**src/rtl/rtc_alarm_match.sv**
```systemverilog
module rtc_alarm_match #(
  parameter int NFIELD = 7,
  parameter int VW     = 8,
  parameter int DW     = 16,
  parameter int AW     = 4
) (
  input  logic          clk,
  input  logic          rst_n,
  input  logic          tick,
  input  logic [6:0]    now_sec,
  input  logic [6:0]    now_min,
  input  logic [5:0]    now_hour,
  input  logic [2:0]    now_wday,
  input  logic [5:0]    now_day,
  input  logic [4:0]    now_mon,
  input  logic [7:0]    now_year,
  input  logic          wr_en,
  input  logic [AW-1:0] wr_addr,
  input  logic [DW-1:0] wr_data,
  input  logic [AW-1:0] rd_addr,
  output logic [DW-1:0] rd_data,
  output logic          irq
);
  localparam int ADDR_COMMIT = NFIELD;
  localparam int ADDR_IE     = NFIELD + 1;
  localparam int ADDR_STS    = NFIELD + 2;
  localparam int FLAG_BIT    = DW - 1;

  function automatic logic [VW-1:0] field_mask(input int idx);
    case (idx)
      0, 1:    field_mask = 8'h7F;
      2, 4:    field_mask = 8'h3F;
      3:       field_mask = 8'h07;
      5:       field_mask = 8'h1F;
      default: field_mask = 8'hFF;
    endcase
  endfunction

  logic [VW-1:0] stg_val [NFIELD];
  logic [VW-1:0] act_val [NFIELD];
  logic [VW-1:0] cur     [NFIELD];
  logic [NFIELD-1:0] stg_en, act_en, eq;
  logic ie_q, sts_q, hit, commit, clr;

  assign cur[0] = VW'(now_sec);
  assign cur[1] = VW'(now_min);
  assign cur[2] = VW'(now_hour);
  assign cur[3] = VW'(now_wday);
  assign cur[4] = VW'(now_day);
  assign cur[5] = VW'(now_mon);
  assign cur[6] = VW'(now_year);

  assign commit = wr_en && wr_addr == AW'(ADDR_COMMIT) && wr_data[FLAG_BIT];
  assign clr    = wr_en && wr_addr == AW'(ADDR_STS) && wr_data[0];

  for (genvar i = 0; i < NFIELD; i++) begin : g_field
    always_ff @(posedge clk or negedge rst_n) begin
      if (!rst_n) begin
        stg_val[i] <= '0;
        stg_en[i]  <= 1'b0;
      end else if (wr_en && wr_addr == AW'(i)) begin
        stg_val[i] <= wr_data[VW-1:0] & field_mask(i);
        stg_en[i]  <= wr_data[FLAG_BIT];
      end
    end

    always_ff @(posedge clk or negedge rst_n) begin
      if (!rst_n) begin
        act_val[i] <= '0;
        act_en[i]  <= 1'b0;
      end else if (commit) begin
        act_val[i] <= stg_val[i];
        act_en[i]  <= stg_en[i];
      end
    end

    assign eq[i] = act_val[i] == (cur[i] & field_mask(i));
  end

  assign hit = (|act_en) && (&(~act_en | eq));

  always_ff @(posedge clk or negedge rst_n) begin
    if (!rst_n) ie_q <= 1'b0;
    else if (wr_en && wr_addr == AW'(ADDR_IE)) ie_q <= wr_data[0];
  end

  always_ff @(posedge clk or negedge rst_n) begin
    if (!rst_n) sts_q <= 1'b0;
    else if (tick && hit) sts_q <= 1'b1;
    else if (clr) sts_q <= 1'b0;
  end

  assign irq = sts_q & ie_q;

  always_comb begin
    rd_data = '0;
    if (rd_addr < AW'(NFIELD))
      rd_data = {act_en[rd_addr[2:0]], {(DW-VW-1){1'b0}}, act_val[rd_addr[2:0]]};
    else if (rd_addr == AW'(ADDR_IE))
      rd_data[0] = ie_q;
    else if (rd_addr == AW'(ADDR_STS))
      rd_data[0] = sts_q;
  end
endmodule

```
**config.mk**
```make
export PLATFORM = sky130hd
export DESIGN_NAME = rtc_alarm_match
export DESIGN_NICKNAME = d
export VERILOG_FILES = /design/src/rtl/rtc_alarm_match.sv
export SDC_FILE = /design/constraint.sdc
export NUM_CORES = 1
export LEC_CHECK = 0
export ABC_AREA = 0
export CORE_AREA = 3 3 88 111
export CTS_CLUSTER_SIZE = 16
export DETAILED_ROUTE_END_ITERATION = 12
export DIE_AREA = 0 0 91 114
export GPL_TIMING_DRIVEN = 0
export PLACE_DENSITY = 0.83
export SLEW_MARGIN = 20
export SYNTH_ARGS = -nofsm -noshare
export SYNTH_HDL_FRONTEND = slang
export SYNTH_SLANG_ARGS = --single-unit
```
**constraint.sdc**
```tcl
create_clock -name clk -period 3.7 [get_ports clk]
set_input_delay 0.925 -clock clk [delete_from_list [all_inputs] [get_ports clk]]
set_output_delay 0.925 -clock clk [all_outputs]
set_load 0.02 [all_outputs]
```
==> results_dict.tcl <==
set metrics [dict create \
    power_density_nw_per_um2 482 \
    critPathRequiredTime_ns 2.77 \
    rsz0062_at_grt "no" \
    synth-edff-count 0 \
    wl_mm 11.7 \
    grt_antenna_before_repair 0 \
    synthDistinctLibCells 38 \
    die_area_um2 10400 \
    drcViolationCount 0 \
    grt_pass1_wl_mm 18.6 \
    row_count 38 \
    area_growth_pct 24.1 \
    yosysWarningCount 0 \
    grt_pass1_vias 3457 \
    cts_made_buffers 9 \
    die_h_um 114 \
    layout_commonest_cell "dfrtp_1" \
    whs_ns 0.447 \
    port_buffers 69 \
    critPathArrivalTime_ns 2.71 \
    vias 3283 \
    tightest_slew_ns 0.619 \
    first_pass_iters 4 \
    cts.sinks 100 \
    period_minus_slack_ns 3.63 \
    regArea_um2 2500 \
    syn-instance-count 361 \
    relSlewSlack_pct 58.6 \
    grt_max_degree 62 \
    clock.fmax_mhz 275 \
    worstSetupPathType "in -> out" \
    hold_path_class "in -> async" \
    tns_ns 0 \
    synthFlopType "dfrtp_1" \
    p_clk_share_pct 26.2 \
    routedWlPerCell_um 20.2 \
    drt_iter0_markers 162 \
    swShare_pct 28.0 \
    clkTransAtPathRegs_ns 0.09 \
    crit_path_max_fanout 8 \
    globalRouteTotalUtil_pct 23.6 \
    final_util_pct 68.4 \
    finalCritPeriodShare_pct 98.2 \
    crit_path_frequent_cell "a211oi_1" \
    fin_nets 524 \
    path_cells "clkdlybuf4s50_1, buf_6, buf_4, mux2i_1, nor2_1, a211oi_1, a211oi_1, dlygate4sd2_1" \
    slew_viol_final 0 \
    clockRootBuffer "clkbuf_8" \
    gp_congestion 0.833 \
    synth_area_um2 4820 \
    fill_cells 650 \
    hpwlAfterDp_mm 8.58 \
    fp.coreArea_um2 8750 \
    initial_core_util_pct 55.1 \
    power.switching_mw 0.806 \
    ant_nets 0 \
    hold_violations 0 \
    vdd_drop_max_uv 221 \
    cellLeakagePower_nw 2.65 \
    r2r_slack_ns 2.15 \
    synth-seq-cells 100 \
    crit_slowest_cell "clkdlybuf4s50_1" \
    fin_skew_ns 0.0111 \
    clk_latency_ns 0.37 \
    dieWidth_um 91 \
    tritoncts "yes" \
    pwr-share-seq_pct 52.0 \
    grt_overflow 0 \
    critical_path.endpoint_type "output pin" \
    setup_viol 0 \
    ioPinCount 87 \
    htree_levels 3 \
    pwr-share-comb_pct 21.7 \
    viasPerCell 5.67 \
    n_antenna_cell 0 \
    slowest_delay_ns 0.52 \
    drive_gt1_share_pct 30.7 \
    status "finished, final reports clean" \
    multi_input_area_um2 2210 \
    drv.max_cap_violation_count 0 \
    clockBufferDepth 2 \
    synth_area_per_cell_um2 13.4 \
    layout_common_cells "dfrtp_1, mux2_2, clkdlybuf4s50_1, xnor2_1, nor2_1" \
    startpoint_type "input port" \
    intPower_mw 2.08 \
    synthArstFlopShare_pct 100 \
    yosysSeqAreaShare_pct 51.9 \
]
power groups by stage:
stage	sequential, mW	clock [mW]	combinational [mW]
floorplan	1.45	0	0.417
global placement	1.50	0	0.593
detailed placement	1.52	0	0.621
CTS	1.50	0.765	0.625
global route	1.53	0.814	0.682
finish	1.50	0.757	0.627
flip-flops by register name (all words and copies together), names as in the netlist:
signal   flops
act_en       7
stg_val     42
stg_en       7
act_val     42
sts_q        1
ie_q         1
cell usage after synthesis, types with 6 or more instances:
cell,number,area share [%]
dfrtp_1,100,52
buf_4,11,1.7
mux2_2,88,21
a211oi_1,7,1.1
xor2_1,12,2.2
nand2_1,8,0.62
o21ai_0,6,0.62
nand4_1,8,1.0
xnor2_1,30,5.4
mux2i_1,12,2.5
mux2_1,11,2.6
nor2_1,19,1.5
a21oi_1,9,0.93
repair_timing:
action,CTS,global route
endpoints found under the setup margin,9,4
gates resized for setup,16,6
setup buffers,2,4
hold buffers,0,0
cell families (layout without fill, tap and decap cells):
logic type	count (synthesis)	in the layout	synth area share [%]
multiplexers	115	115	27.5
flip-flops	100	100	51.9
AND/OR/NAND/NOR	54	54	6.33
XOR/XNOR	42	42	7.63
AO/OA/AOI/OAI	28	28	3.61
buffers and inverters	21	113	2.98
other	1	7	0.0778
cell type report:
cell class / count / area share (%)
plain buffers: 21 / 2.63
clock buffers: 10 / 2.13
clock inverters: 6 / 1.46
multi-input cells: 246 / 36.9
flip-flops and latches: 100 / 41.8
well taps: 120 / 2.51
repair buffers: 76 / 12.6
through the flow:
stage	area (um^2)	worst slack (ns)	std cells	total power, mW
after floorplan	4840	0.639	367	1.87
after global placement	5690	-1.78	556	2.09
after detailed placement	5710	-0.557	557	2.14
after CTS	5950	0.0151	575	2.89
after global routing	5990	0.00559	579	3.03
final	5990	0.0669	579	2.88
final timing paths:
check | start | end | depth (start not counted)
worst max-delay path | rd_addr[1] | rd_data[3] | 8
worst min-delay path | rst_n | act_val[4] | 1
worst max register to register | act_val[44] | sts_q | 5
worst min register to register | stg_val[43] | act_val[43] | 1
max in group asynchronous | rst_n | act_val[24] | 2
min in group clk | stg_val[43] | act_val[43] | 1
per-layer routing:
metal	global-route usage [%]	share of wire, %	vias up
met3	3.43	5.1	28
met5	0	0	-
met4	10.9	3.3	0
met1	29.8	41	1663
met2	40.3	50	122
li1	-	-	1470
worst max-delay path, delay by kind of cell:
family          cells  cell delay (ns)
compound gates      2             0.38
simple gates        1             0.06
mux                 1             0.18
buf+inv             4             1.16
Note: power is estimated with default switching activity, not from simulation.
